<file path="src/rtl/ctimer_pkg.sv">
package ctimer_pkg;

  localparam int REG_W    = 32;
  localparam int PS_W     = 32;

  // byte offsets of the register port
  localparam int CTRL_OFS   = 'h000;
  localparam int PS_OFS     = 'h008;
  localparam int CNT_LO_OFS = 'h010;
  localparam int CNT_HI_OFS = 'h014;

  // control word field positions
  localparam int SRC_BIT  = 8;
  localparam int STEP_BIT = 9;

  localparam logic [PS_W-1:0] PS_UNITY = 32'h8000_0000;

  typedef struct packed {
    logic step2;
    logic src_alt;
  } ctrl_t;

endpackage

</file>
<file path="src/rtl/ctimer_rst_sync.sv">
module ctimer_rst_sync #(
  parameter int STAGES = 2
) (
  input  logic clk,
  input  logic rst_ni,
  output logic rst_no
);

  generate
    if (STAGES <= 1) begin : g_single
      logic sync_q;
      always_ff @(posedge clk or negedge rst_ni) begin
        if (!rst_ni) sync_q <= 1'b0;
        else         sync_q <= 1'b1;
      end
      assign rst_no = sync_q;
    end else begin : g_chain
      logic [STAGES-1:0] sync_q;
      logic [STAGES-1:0] sync_d;
      always_comb begin
        sync_d = {sync_q[STAGES-2:0], 1'b1};
      end
      always_ff @(posedge clk or negedge rst_ni) begin
        if (!rst_ni) sync_q <= '0;
        else         sync_q <= sync_d;
      end
      assign rst_no = sync_q[STAGES-1];
    end
  endgenerate

endmodule

</file>
<file path="src/rtl/ctimer_regs.sv">
module ctimer_regs
  import ctimer_pkg::*;
#(
  parameter int ADDR_W = 6,
  parameter int CNT_W  = 64
) (
  input  logic                clk,
  input  logic                rst_ni,
  input  logic                wr_en,
  input  logic                rd_en,
  input  logic [ADDR_W-1:0]   addr,
  input  logic [REG_W-1:0]    wdata,
  input  logic [CNT_W-1:0]    count,
  output ctrl_t               ctrl,
  output logic [PS_W-1:0]     prescale,
  output logic [REG_W-1:0]    rdata
);

  localparam logic [ADDR_W-1:0] A_CTRL = ADDR_W'(CTRL_OFS >> 2);
  localparam logic [ADDR_W-1:0] A_PS   = ADDR_W'(PS_OFS >> 2);
  localparam logic [ADDR_W-1:0] A_LO   = ADDR_W'(CNT_LO_OFS >> 2);
  localparam logic [ADDR_W-1:0] A_HI   = ADDR_W'(CNT_HI_OFS >> 2);

  ctrl_t            ctrl_q, ctrl_d;
  logic [PS_W-1:0]  ps_q, ps_d;
  logic [REG_W-1:0] hi_q, hi_d;
  logic [REG_W-1:0] rdata_q, rdata_d;
  logic             ctrl_en, ps_en, hi_en, rdata_en;
  logic [63:0]      cnt_ext;
  logic [REG_W-1:0] ctrl_word;

  assign cnt_ext = 64'(count);

  always_comb begin
    ctrl_word = '0;
    ctrl_word[SRC_BIT]  = ctrl_q.src_alt;
    ctrl_word[STEP_BIT] = ctrl_q.step2;
  end

  // next-state: write side
  always_comb begin
    ctrl_en        = wr_en && (addr == A_CTRL);
    ps_en          = wr_en && (addr == A_PS);
    ctrl_d.src_alt = wdata[SRC_BIT];
    ctrl_d.step2   = wdata[STEP_BIT];
    ps_d           = wdata;
  end

  // next-state: read side
  always_comb begin
    rdata_en = rd_en;
    hi_en    = rd_en && (addr == A_LO);
    hi_d     = cnt_ext[63:32];
    case (addr)
      A_CTRL:  rdata_d = ctrl_word;
      A_PS:    rdata_d = ps_q;
      A_LO:    rdata_d = cnt_ext[31:0];
      A_HI:    rdata_d = hi_q;
      default: rdata_d = '0;
    endcase
  end

  always_ff @(posedge clk or negedge rst_ni) begin
    if (!rst_ni)      ctrl_q <= '0;
    else if (ctrl_en) ctrl_q <= ctrl_d;
  end

  always_ff @(posedge clk or negedge rst_ni) begin
    if (!rst_ni)    ps_q <= PS_UNITY;
    else if (ps_en) ps_q <= ps_d;
  end

  always_ff @(posedge clk or negedge rst_ni) begin
    if (!rst_ni)    hi_q <= '0;
    else if (hi_en) hi_q <= hi_d;
  end

  always_ff @(posedge clk or negedge rst_ni) begin
    if (!rst_ni)       rdata_q <= '0;
    else if (rdata_en) rdata_q <= rdata_d;
  end

  assign ctrl     = ctrl_q;
  assign prescale = ps_q;
  assign rdata    = rdata_q;

endmodule

</file>
<file path="src/rtl/ctimer_phase.sv">
module ctimer_phase
  import ctimer_pkg::*;
(
  input  logic            clk,
  input  logic            rst_ni,
  input  logic            tick_a,
  input  logic            tick_b,
  input  logic            src_alt,
  input  logic [PS_W-1:0] prescale,
  output logic            sel_tick,
  output logic            step
);

  localparam int PH_W = PS_W - 1;

  logic [PH_W-1:0] phase_q, phase_d;
  logic [PS_W-1:0] ps_eff;
  logic [PS_W-1:0] sum;
  logic            phase_en;

  always_comb begin
    sel_tick = src_alt ? tick_b : tick_a;
    ps_eff   = (prescale > PS_UNITY) ? PS_UNITY : prescale;
    sum      = {1'b0, phase_q} + ps_eff;
    step     = sel_tick && sum[PS_W-1];
    phase_d  = sum[PH_W-1:0];
    phase_en = sel_tick;
  end

  always_ff @(posedge clk or negedge rst_ni) begin
    if (!rst_ni)       phase_q <= '0;
    else if (phase_en) phase_q <= phase_d;
  end

endmodule

</file>
<file path="src/rtl/ctimer_count.sv">
module ctimer_count #(
  parameter int               CNT_W    = 64,
  parameter logic [CNT_W-1:0] CNT_INIT = '0
) (
  input  logic             clk,
  input  logic             rst_ni,
  input  logic             step,
  input  logic             step2,
  output logic [CNT_W-1:0] count,
  output logic             strobe
);

  logic [CNT_W-1:0] cnt_q, cnt_d;
  logic             strobe_q, strobe_d;
  logic [CNT_W-1:0] amount;

  always_comb begin
    amount   = step2 ? CNT_W'(2) : CNT_W'(1);
    cnt_d    = cnt_q + amount;
    strobe_d = step;
  end

  always_ff @(posedge clk or negedge rst_ni) begin
    if (!rst_ni)   cnt_q <= CNT_INIT;
    else if (step) cnt_q <= cnt_d;
  end

  always_ff @(posedge clk or negedge rst_ni) begin
    if (!rst_ni) strobe_q <= 1'b0;
    else         strobe_q <= strobe_d;
  end

  assign count  = cnt_q;
  assign strobe = strobe_q;

endmodule

</file>
<file path="src/rtl/core_tick_counter.sv">
module core_tick_counter
  import ctimer_pkg::*;
#(
  parameter int               ADDR_W      = 6,
  parameter int               CNT_W       = 64,
  parameter logic [CNT_W-1:0] CNT_INIT    = '0,
  parameter int               SYNC_STAGES = 2
) (
  input  logic              clk,
  input  logic              rst_n,
  input  logic              tick_xtal,
  input  logic              tick_alt,
  input  logic              reg_wr,
  input  logic              reg_rd,
  input  logic [ADDR_W-1:0] reg_addr,
  input  logic [31:0]       reg_wdata,
  output logic [31:0]       reg_rdata,
  output logic [CNT_W-1:0]  count,
  output logic              tick_strobe
);

  logic            rst_sync_n;
  ctrl_t           ctrl;
  logic [PS_W-1:0] prescale;
  logic            sel_tick;
  logic            step;
  logic            step2;

  assign step2 = ctrl.step2;

  ctimer_rst_sync #(.STAGES(SYNC_STAGES)) u_rst (
    .clk    (clk),
    .rst_ni (rst_n),
    .rst_no (rst_sync_n)
  );

  ctimer_regs #(.ADDR_W(ADDR_W), .CNT_W(CNT_W)) u_regs (
    .clk      (clk),
    .rst_ni   (rst_sync_n),
    .wr_en    (reg_wr),
    .rd_en    (reg_rd),
    .addr     (reg_addr),
    .wdata    (reg_wdata),
    .count    (count),
    .ctrl     (ctrl),
    .prescale (prescale),
    .rdata    (reg_rdata)
  );

  ctimer_phase u_phase (
    .clk      (clk),
    .rst_ni   (rst_sync_n),
    .tick_a   (tick_xtal),
    .tick_b   (tick_alt),
    .src_alt  (ctrl.src_alt),
    .prescale (prescale),
    .sel_tick (sel_tick),
    .step     (step)
  );

  ctimer_count #(.CNT_W(CNT_W), .CNT_INIT(CNT_INIT)) u_count (
    .clk    (clk),
    .rst_ni (rst_sync_n),
    .step   (step),
    .step2  (step2),
    .count  (count),
    .strobe (tick_strobe)
  );

endmodule

</file>
<file path="config.mk">
export PLATFORM = sky130hd
export DESIGN_NAME = core_tick_counter
export DESIGN_NICKNAME = d
export VERILOG_FILES = /design/src/rtl/ctimer_pkg.sv /design/src/rtl/ctimer_rst_sync.sv /design/src/rtl/ctimer_regs.sv /design/src/rtl/ctimer_phase.sv /design/src/rtl/ctimer_count.sv /design/src/rtl/core_tick_counter.sv
export SDC_FILE = /design/constraint.sdc
export NUM_CORES = 1
export LEC_CHECK = 0
export BUFFER_PORTS_ARGS = -buffer_cell sky130_fd_sc_hd__buf_2
export CAP_MARGIN = 40
export CORE_MARGIN = 2
export CORE_UTILIZATION = 37
export CTS_CLUSTER_DIAMETER = 150
export DETAILED_ROUTE_END_ITERATION = 16
export GPL_TIMING_DRIVEN = 1
export PLACE_DENSITY = 0.59
export REMOVE_ABC_BUFFERS = 1
export SETUP_SLACK_MARGIN = 0.1
export SLEW_MARGIN = 20
export SYNTH_ARGS = -nofsm -noshare
export SYNTH_HDL_FRONTEND = slang
export SYNTH_SLANG_ARGS = --single-unit
</file>
<file path="constraint.sdc">
create_clock -name clk -period 7.9 [get_ports clk]
set_input_delay 1.58 -clock clk [delete_from_list [all_inputs] [get_ports clk]]
set_output_delay 1.58 -clock clk [all_outputs]
set_load 0.01 [all_outputs]
</file>
==> summary.md, run 1 <==
| Metric | Value |
|---|---|
| Reg2Reg Depth | `15` |
| Total Neg Setup Slack | `0 ps` |
| Area grow syn2layout | `15.2%` |
| Clock Path Buffers | `2` |
| Met3 Routed Length | `about 1.6 mm` |
| Post-synthesis cell type count | `76` |
| R2r startpoint | `u_regs.prescale[31]` |
| Cts bufs inserted | `17` |
| End point of the critical path | `u_count.count[24]` |
| Htree depth | `4` |
| RD Place Congestion | `~0.9` |
| Residual DRC | `0` |
| Commonest cells in the netlist | `dfrtp_1 (195), mux2_2 (93), nand2_1 (62), inv_1 (52), xnor2_1 (52)` |
| Slew @ Worst Pin | `a little over 800 ps` |
| Die width | `176 um` |
| Clk slew on worst S/H paths | `approximately 90 ps` |
| DP Worst Slack | `roughly 2900 ps` |
| Flop2flop setup slack | `2860 ps` |
| Highest metal used | `met4` |
| Antenna viol nets, final | `0` |
| Worst skew pair latency | `450 ps` |
| Final Setup Violations | `0` |
| Met1 Routed Length | `roughly 14 mm` |
| Synthesis-stage register bit count | `between 150 and 200` |
| Synth warnings | `0` |
| WS Path Type | `reg -> reg` |
| Root Driver | `clkbuf_16` |
| Psw | `roughly 1.2 mW` |
| Combinational share of power | `about a third` |
| WL met2 | `14.4 mm` |
| Clk_skew | `between 15 and 20 ps` |
| Cell total after placement | `1520` |
| Critical Path Start | `u_regs.prescale[31]` |
| WL final | `between 30 and 40 mm` |
| MaxCap Viol Count | `0` |
| Ys flop type | `dfrtp_1` |
| Synth top area share | `~45%` |
| Period utilization | `a little under two thirds` |
| Syn avg cell area | `10.5 um2` |
| Synth top area cells | `dfrtp_1 (45%), mux2_2 (9.6%), xnor2_1 (4.2%), ha_1 (3.8%), xor2_1 (2.6%)` |
| Initial Utilization | `37.7%` |
| Pre-antenna DRT Iters | `5` |
| WL/cell | `19.9 um` |
| Max Transition Viols Final | `0` |
| Dpl hpwl | `roughly 23 mm` |
| NumNets Final | `~1200` |
| Layout cells sized above 1 | `about 27%` |
| Switching part of the total power | `a little under two fifths` |
| Power, Total | `a little over 3 mW` |
| Initial antenna violation count | `0` |
| Sequential power share | `approximately 39%` |
| Total grt overflow | `0` |
| Pin count of the biggest net entering global routing | `56` |
| Num rows | `62` |
| Pwr dens | `around 250 nW/um2` |
| Io pins | `141` |
| Number of global-route vias before repair | `approximately 8500` |
| First-pass GRT wire length | `roughly 49 mm` |
| All-layer global routing usage | `a little over 20%` |
| Unrepaired setup endpoints after global routing | `false` |
| Fmax | `0.198 GHz` |
| R2r endpoint | `u_count.count[24]` |
| Time the worst path needs with I/O delays and setup | `between 5000 and 6000 ps` |
| Diode count | `0` |
| Cts repair resizes | `0` |
| Hold Path Class | `reg -> async` |
| Max VDD drop | `roughly 140 uV` |
| Count leader, synth | `dfrtp_1` |
| Core area | `between 20000 and 30000 um2` |
| Sink Count | `196` |
| Port buffer count | `140` |
| Via count | `8510` |
| Final worst slack | `roughly 2900 ps` |
| Hold-fix buffers, CTS | `0` |
| Startpoint class of the critical path | `flip-flop` |
| Internal power | `a little under 2 mW` |
| Post-synth EDFFs | `0` |
| Relative slew margins | `roughly 46%` |
| CP max FO | `20` |
| Final Hold Vio Count | `0` |
| CTS tree | `built` |
| Status | `finished, final reports clean` |
| Layout Cells excl Fill | `~1600` |
| Critical Path AT | `5360 ps` |
| LEAKAGE | `around 6 nW` |
| Cells after synthesis | `between 1000 and 1500` |
| Cell Area, Synth | `roughly 11000 um2` |
| Ys async rst share | `between 90% and 100%` |
| Drt first-iter violations | `just over 600` |
| CP Data Required Time | `roughly 8200 ps` |
| Clock network fraction of design power | `around 28%` |
| Sequential area share after synthesis | `45.1%` |
| Die footprint | `30800 um2` |
| Die height | `around 180 um` |
| Yosys top cell by area | `dfrtp_1` |
| Post-CTS setup buffer count | `0` |
| Util after Layout | `about 43%` |
| DR vias/cell | `~5.5` |
| Crit. End Element | `flip-flop` |
[layout by cell type, fill, tap and decap left out, types with 6 or more instances in the layout]
cell type	synthesis	layout
xnor2_1	52	52
clkbuf_16	0	17
ha_1	33	33
o21bai_1	6	6
and2_1	43	43
a22oi_1	30	30
a21oi_1	50	50
a31oi_1	6	6
o22ai_1	33	33
nand2_1	62	62
nor2_1	32	32
nand4_1	26	26
nor4_2	10	10
and3_1	25	25
xor2_1	32	32
o21ai_0	28	27
dfrtp_1	195	194
a21o_1	14	14
inv_1	52	52
nand3_1	34	34
nor3_1	13	13
nor4_1	12	12
and4_1	11	11
buf_4	3	12
mux2_2	93	93
buf_2	7	140
[cell type report]
class,count,area [um2]
clock buffers,18,429
clock inverters,14,154
fillers,2818,16300
inverters,53,199
multi-input cells,732,5520
flip-flops and latches,196,4910
well taps,384,480
repair buffers,155,850
[logic make-up (layout without fill, tap and decap cells)]
| group | after synthesis | in the layout | share of synthesized area [%] |
|---|---|---|---|
| xor gates and xnor gates | 84 | 84 | 6.76 |
| muxes | 97 | 97 | 9.99 |
| AOI/OAI and AO/OA | 214 | 214 | 13.4 |
| buffers and inverters | 110 | 240 | 4.40 |
| and+or+nand+nor | 301 | 301 | 16.2 |
| other | 1 | 1 | 0.0344 |
| adders and majority gates | 35 | 35 | 4.16 |
| DFF | 196 | 196 | 45.1 |
[worst min path at each step]
stage	startpoint	slack, ps	endpoint	cells after the start
2_1_floorplan	u_rst.g_chain.sync_q[0]	330	u_rst.g_chain.sync_q[1]	0
3_3_place_gp	u_rst.g_chain.sync_q[0]	330	u_rst.g_chain.sync_q[1]	0
3_5_place_dp	u_rst.g_chain.sync_q[1]	240	u_count.count[40]	0
4_1_cts	u_rst.g_chain.sync_q[1]	250	u_count.count[40]	0
5_1_grt	u_rst.g_chain.sync_q[1]	270	u_regs.hi_q[10]	0
6_report	u_rst.g_chain.sync_q[1]	230	u_count.count[40]	0
[flip-flops by register name, summed over array words and instances (netlist names)]
signal and count:
u_rst.g_chain.sync_q 2, u_regs.ctrl 2, u_regs.prescale 32, u_regs.rdata 32, u_phase.phase_q 31, u_count.count 64, u_count.strobe 1, u_regs.hi_q 32
[worst max-delay path: stages, from the launching register on]
cell and delay (ps):
dfstp_2 640, inv_1 120, nor4_1 470, nand4_1 190
o21ai_2 580, buf_6 250, and2_1 140, ha_1 330
and4_4 270, a31o_4 230, a221oi_4 390, mux2i_1 230
nand4_1 100, buf_4 260, or4b_1 560, xnor2_1 140
[per-layer routing]
metal	vias up	track usage [%]
met4	0	5.61
met1	4255	28.9
li1	3993	-
met5	-	0
met3	29	3.98
met2	233	32.1
[per-stage QoR]
step / hold WS [ps] / cell area [um2]
after floorplan: 331 / 10600
after global placement: 334 / 11900
after detailed placement: 240 / 12000
after CTS: 246 / 12500
after global routing: 265 / 12500
final: 234 / 12500
[power groups by stage]
stage	logic (mW)	clock network, mW	registers (mW)
floorplan	0.729	0	1.21
global placement	0.960	0	1.24
detailed placement	0.983	0	1.23
CTS	0.989	0.891	1.21
global route	1.11	0.927	1.23
finish	0.997	0.878	1.22
Note: power is estimated with default switching activity, not from simulation.
==> run 2: changes to the inputs <==
--- a/config.mk
+++ b/config.mk
@@ -5,6 +5,7 @@
 export SDC_FILE = /design/constraint.sdc
 export NUM_CORES = 1
 export LEC_CHECK = 0
+export ABC_AREA = 1
 export BUFFER_PORTS_ARGS = -buffer_cell sky130_fd_sc_hd__buf_2
 export CAP_MARGIN = 40
 export CORE_MARGIN = 2
==> constraint.sdc (replaced) <==
create_clock -name clk -period 4.7 [get_ports clk]
set_input_delay 0.94 -clock clk [delete_from_list [all_inputs] [get_ports clk]]
set_output_delay 0.94 -clock clk [all_outputs]
set_load 0.01 [all_outputs]
==> summary.md, run 2 <==
| Metric | Value |
|---|---|
| Status | `finished, final reports clean` |
| Period utilization | `79.9% (+16 points)` |
| Drt first-iter violations | `1048 (+74%)` |
| Die width | `188 um (+6.8%)` |
| Number of global-route vias before repair | `11529 (+36%)` |
| NumNets Final | `1958 (+59%)` |
| Time the worst path needs with I/O delays and setup | `3760 ps (-1280 ps)` |
| Antenna viol nets, final | `0 (unchanged)` |
| Core area | `33400 um2 (+16%)` |
| Cells after synthesis | `1755 (+69%)` |
| All-layer global routing usage | `23.9% (+3.5 points)` |
| Port buffer count | `140 (unchanged)` |
| Critical Path AT | `4090 ps (-1270 ps)` |
| First-pass GRT wire length | `65.9 mm (+35%)` |
| MaxCap Viol Count | `0 (unchanged)` |
| Pre-antenna DRT Iters | `5 (unchanged)` |
| Cell Area, Synth | `12500 um2 (+15%)` |
| CP Data Required Time | `5040 ps (-3180 ps)` |
| Clock Path Buffers | `2 (unchanged)` |
| Io pins | `141 (unchanged)` |
| Internal power | `3.08 mW (+59%)` |
| Count leader, synth | `nand2_1` |
| Commonest cells after routing, fill and taps aside | `nand2_1 (578), nor2_1 (200), dfrtp_1 (194)` |
| Worst skew pair latency | `450 ps (about the same)` |
| WL final | `41.2 mm (+33%)` |
| Post-synth EDFFs | `0 (unchanged)` |
| Post-CTS setup buffer count | `0 (unchanged)` |
| RD Place Congestion | `0.941 (+5.7%)` |
| Critical Path Max Stage Delay | `610 ps (-30 ps)` |
| Max VDD drop | `242 uV (+70%)` |
| Most common cell after layout, fill and taps aside | `nand2_1` |
| Final Setup Violations | `0 (unchanged)` |
| Via count | `11909 (+40%)` |
| Num rows | `67 (+8.1%)` |
| Initial Utilization | `37.4% (-0.36 points)` |
| Power, Total | `4.92 mW (+59%)` |
| Ys async rst share | `100% (unchanged)` |
| Pin count of the biggest net entering global routing | `122 (+120%)` |
| Sequential power share | `40.9% (+1.6 points)` |
| Cts bufs inserted | `17 (unchanged)` |
| Synthesis-stage register bit count | `196 (unchanged)` |
| Max Transition Viols Final | `0 (unchanged)` |
| Syn avg cell area | `7.10 um2 (-32%)` |
| Cts repair resizes | `0 (unchanged)` |
| Flop2flop setup slack | `940 ps (-1920 ps)` |
| Fillers | `3602 (+28%)` |
| Cell total after placement | `2308 (+52%)` |
| Fmax | `0.266 GHz (+34%)` |
| Pwr dens | `347 nW/um2 (+41%)` |
| Initial antenna violation count | `0 (unchanged)` |
| Ys flop type | `dfrtp_1` |
| R2r endpoint | `u_count.count[48]` |
| Layout Cells excl Fill | `2340 (+51%)` |
| Layout cells sized above 1 | `12.9% (-14 points)` |
| Slowest stage cell, crit path | `dfstp_2` |
| Htree depth | `4 (unchanged)` |
| Hold-fix buffers, CTS | `0 (unchanged)` |
| Clock network fraction of design power | `30.9% (+2.5 points)` |
| Psw | `1.84 mW (+59%)` |
| Yosys top cell by area | `dfrtp_1` |
| CP max FO | `64 (+220%)` |
| Area grow syn2layout | `13.6%` |
| Sink Count | `196 (unchanged)` |
| Residual DRC | `0 (unchanged)` |
| Clk slew on worst S/H paths | `80 ps (about the same)` |
| Synth warnings | `0 (unchanged)` |
| Slew @ Worst Pin | `726 ps (-84.4 ps)` |
| Crit-path cells | `nand4_1, nor4_1, a21oi_2, buf_4, nor2_1, ha_1, nand2_2, inv_1, a21oi_1, nand2_2, nand2_2, nand2_2, nand2_2, nand2_2, nand2_2, nand2_8, nand3_1, nand2_1` |
| LEAKAGE | `7.08 nW (+20%)` |
| Switching part of the total power | `37.4% (-0.072 points)` |
| Relative slew margins | `51.3% (+5.4 points)` |
| CTS tree | `built` |
| Die height | `188 um (+6.8%)` |
| Hold Path Class | `reg -> async` |
| Synth top area cells | `dfrtp_1 (39%), nand2_1 (17%), nor2_1 (6.0%), inv_1 (5.8%), nand3_1 (4.9%)` |
| Root Driver | `clkbuf_16` |
| Combinational share of power | `28.2% (-4.1 points)` |
| Synth top area share | `39.1% (-5.7 points)` |
| Final Hold Vio Count | `0 (unchanged)` |
| R2r startpoint | `u_regs.prescale[31]` |
| WL/cell | `17.6 um (-12%)` |
| WS Path Type | `reg -> reg` |
| Dpl hpwl | `31.5 mm (+40%)` |
| Max reg flops | `64 (unchanged)` |
| Reg2Reg Depth | `18 (+3)` |
| Unrepaired setup endpoints after global routing | `false` |
| Sequential area share after synthesis | `39.4% (-5.7 points)` |
| Diode count | `0 (unchanged)` |
| Die footprint | `35200 um2 (+14%)` |
| CP most frequent cell | `nand2_2` |
| Crit. End Element | `flip-flop` |
| Post-synthesis cell type count | `49 (-36%)` |
| Startpoint class of the critical path | `flip-flop` |
| Clk_skew | `17.8 ps (+0.620 ps)` |
| Total grt overflow | `0 (unchanged)` |
| Commonest cells in the netlist | `nand2_1 (579), nor2_1 (200), dfrtp_1 (195), inv_1 (193), nand3_1 (122)` |
| DR vias/cell | `5.09 (-7.2%)` |
==> run 2: cell types whose count changed after synthesis, sizes merged, moves of 33 or more <==
cell   before  now
xnor2      52   16
nor2       32  206
o21ai      31   94
mux2       93   13
nand3      34  127
inv        53  195
nand2      62  593
and2       44    2
o22ai      33    0
==> run 2: power by group through the flow <==
stage | logic, mW | clock network (mW) | registers [mW]
final | 1.39 | 1.52 | 2.01
after global routing | 1.58 | 1.61 | 2.03
after CTS | 1.39 | 1.54 | 2.01
after detailed placement | 1.39 | 0 | 2.04
after global placement | 1.37 | 0 | 2.03
after floorplan | 0.973 | 0 | 2.03
==> run 2: worst max-delay path by stage <==
stage | from | end | slack, ps
floorplan | u_rst.g_chain.sync_q[1] | u_count.count[0] | -1160
global placement | u_regs.prescale[31] | u_count.count[55] | 960
detailed placement | u_regs.prescale[31] | u_count.count[48] | 990
CTS | u_regs.prescale[31] | u_count.count[48] | 960
global route | u_regs.prescale[31] | u_count.count[51] | 650
finish | u_regs.prescale[31] | u_count.count[48] | 940
==> run 2: final cells by class <==
type | instances | area, um2 | area share, %
Inverter | 196 | 736 | 5.19
Tap cell | 448 | 561 | 3.96
Sequential cell | 196 | 4910 | 34.7
Timing Repair Buffer | 159 | 881 | 6.22
Clock inverter | 14 | 158 | 1.11
Clock buffer | 18 | 439 | 3.10
Multi-Input combinational cell | 1309 | 6480 | 45.8
==> run 2: critical path, delay by kind of cell, from the launching register on <==
kind                       cells  cell delay, ps
buffers and inverters          2             320
DFF                            1             610
and+or+nand+nor               13            1940
adders and majority gates      1             310
AOI/OAI and AO/OA              2             410
==> run 2: layer usage <==
metal / wire (um) / global-route usage [%]
met1: 20300 / 35.1
met4: 817 / 6.39
met3: 1970 / 3.13
met5: 0 / 0
met2: 18000 / 37.1
==> run 2: kinds of logic (layout without fill, tap and decap cells) <==
logic type / Yosys count / count (layout) / synth area share [%]
adder cells (fa/ha/maj): 35 / 35 / 3.63
multiplexers: 13 / 13 / 1.17
flip-flops: 196 / 196 / 39.4
other: 1 / 1 / 0.0301
AO/OA/AOI/OAI: 201 / 201 / 9.27
XOR/XNOR: 59 / 59 / 4.15
buffers and inverters: 250 / 387 / 8.74
AND/OR/NAND/NOR: 1000 / 1000 / 33.6
==> run 2: per-stage QoR <==
| step | TNS (ps) | util (%) | hold WS (ps) | instance area, um2 | setup WS (ps) |
|---|---|---|---|---|---|
| floorplan | -224730 | - | 331 | 12100 | -1160 |
| global placement | 0 | 40.6 | 225 | 13500 | 959 |
| detailed placement | 0 | 40.7 | 236 | 13600 | 989 |
| CTS | 0 | 42.5 | 240 | 14200 | 962 |
| global route | 0 | 42.5 | 241 | 14200 | 653 |
| finish | 0 | 42.5 | 225 | 14200 | 943 |
==> run 3: changes to the inputs <==
==> constraint.sdc (replaced) <==
create_clock -name clk -period 3.9 [get_ports clk]
set_input_delay 0.78 -clock clk [delete_from_list [all_inputs] [get_ports clk]]
set_output_delay 0.78 -clock clk [all_outputs]
set_load 0.01 [all_outputs]
==> summary.md, run 3 (synthesized netlist as in run 2, its figures left out) <==
| Metric | Value |
|---|---|
| Slew @ Worst Pin | `873 ps (+148 ps)` |
| Placed cell area | `14100 um2 (+3.7%)` |
| Htree depth | `4 (unchanged)` |
| Dpl hpwl | `32.3 mm (+2.5%)` |
| Cts bufs inserted | `17 (unchanged)` |
| CP max FO | `33 (-48%)` |
| Antenna viol nets, final | `0 (unchanged)` |
| Num rows | `67 (unchanged)` |
| Critical Path AT | `3730 ps (-360 ps)` |
| Residual DRC | `0 (unchanged)` |
| Unrepaired setup endpoints after global routing | `false` |
| Post-CTS setup buffer count | `0 (unchanged)` |
| WL/cell | `17.3 um (-1.7%)` |
| Fmax | `0.296 GHz (+11%)` |
| CTS tree | `built` |
| Root Driver | `clkbuf_16` |
| LEAKAGE | `7.39 nW (+4.5%)` |
| Commonest cells after routing, fill and taps aside | `nand2_1 (578), nor2_1 (200), dfrtp_1 (194)` |
| Total Neg Setup Slack | `0 ps (unchanged)` |
| DR vias/cell | `5.04 (-1.1%)` |
| Die width | `188 um (unchanged)` |
| Crit. End Element | `flip-flop` |
| WS Path Type | `reg -> reg` |
| CP Data Required Time | `4250 ps (-790 ps)` |
| Die footprint | `35200 um2 (unchanged)` |
| Status | `finished, final reports clean` |
| Time the worst path needs with I/O delays and setup | `3380 ps (-376 ps)` |
| Final Instance Area | `14700 um2 (+3.5%)` |
| Via count | `12086 (+1.5%)` |
| Core area | `33400 um2 (unchanged)` |
| Worst skew pair latency | `460 ps (about the same)` |
| NumNets Final | `2018 (+3.1%)` |
| Max Transition Viols Final | `0 (unchanged)` |
| Hold Path Class | `in -> async` |
| Initial Utilization | `37.4% (unchanged)` |
| Clk_skew | `12.2 ps (-5.60 ps)` |
| Hold-fix buffers, CTS | `0 (unchanged)` |
| RD Place Congestion | `0.984 (+4.6%)` |
| First-pass GRT wire length | `65.6 mm (-0.48%)` |
| WL final | `41.5 mm (+0.78%)` |
| Layout cells sized above 1 | `15.6% (+2.6 points)` |
| Period utilization | `86.7% (+6.8 points)` |
| Final worst slack | `519 ps (-424 ps)` |
| Max VDD drop | `319 uV (+32%)` |
| Relative slew margins | `41.3% (-9.9 points)` |
| Util after Layout | `43.9% (+1.5 points)` |
| WHS | `94.3 ps (-131 ps)` |
| Cts repair resizes | `0 (unchanged)` |
| Total grt overflow | `0 (unchanged)` |
| Number of global-route vias before repair | `11540 (+0.095%)` |
| Port buffer count | `140 (unchanged)` |
| All-layer global routing usage | `24.0% (+0.061 points)` |
| Layout Cells excl Fill | `2400 (+2.6%)` |
| Pre-antenna DRT Iters | `5 (unchanged)` |
| Drt first-iter violations | `1004 (-4.2%)` |
| DP Worst Slack | `553 ps (-435 ps)` |
| MaxCap Viol Count | `0 (unchanged)` |
| Area grow syn2layout | `17.6%` |
| Startpoint class of the critical path | `flip-flop` |
| Sink Count | `196 (unchanged)` |
| Most common cell after layout, fill and taps aside | `nand2_1` |
| Pwr dens | `422 nW/um2 (+21%)` |
| Pin count of the biggest net entering global routing | `76 (-38%)` |
| Fillers | `3567 (-0.97%)` |
| Clk slew on worst S/H paths | `80 ps (about the same)` |
| Clock Path Buffers | `2 (unchanged)` |
| Die height | `188 um (unchanged)` |
| Initial antenna violation count | `0 (unchanged)` |
| Diode count | `0 (unchanged)` |
| Cell total after placement | `2368 (+2.6%)` |
| Power, Total | `6.18 mW (+26%)` |
| Final Setup Violations | `0 (unchanged)` |
| Max reg flops | `64 (unchanged)` |
| Final Hold Vio Count | `0 (unchanged)` |
| Io pins | `141 (unchanged)` |
-- run 3: worst paths after layout --
check	start	endpoint	slack, ps	depth (start not counted)
worst max-delay path	u_regs.prescale[15]	u_count.count[41]	520	21
worst min-delay path	rst_n	u_rst.g_chain.sync_q[1]	90	1
worst max register to register	u_regs.prescale[15]	u_count.count[41]	520	21
worst min register to register	u_rst.g_chain.sync_q[1]	u_count.count[30]	340	0
max in group asynchronous	u_rst.g_chain.sync_q[1]	u_regs.rdata[0]	2670	1
min in group clk	u_rst.g_chain.sync_q[0]	u_rst.g_chain.sync_q[1]	350	0
-- run 3: cell type report --
class	instances	area, um2	area share, %
clock buffers	18	429	2.93
clock inverters	14	160	1.09
inverters	196	736	5.02
multi-input cells	1309	6480	44.2
flip-flops and latches	196	4910	33.5
well taps	448	561	3.82
repair buffers	219	1380	9.42
-- run 3: worst max-delay path, cell delays in order (launching register included) --
cell	delay, ps
dfrtp_1	360
inv_1	80
nand4_1	210
nor4_1	360
buf_4	200
a21oi_2	70
buf_4	220
nor2_1	190
ha_1	310
nand2_1	90
nand2_1	70
nand2_1	60
nand2_1	80
a21oi_2	140
nand2_2	100
nand2_2	110
nand2_2	70
nand2_2	90
nand3_4	100
buf_12	200
nand2_1	70
nand2_1	50
-- run 3: where the power goes --
group	leakage [nW]	switching, mW	internal (mW)	total (mW)
logic	4.56	1.15	0.789	1.94
registers	2.55	0.175	2.25	2.43
clock network	0.287	0.943	0.865	1.81
-- run 3: routing by layer --
layer	wire [um]	share of wire, %	GRT usage [%]
met5	0	0	0
met1	20300	49	34.9
met2	18100	44	36.9
met4	841	2.0	6.94
met3	2230	5.4	3.65
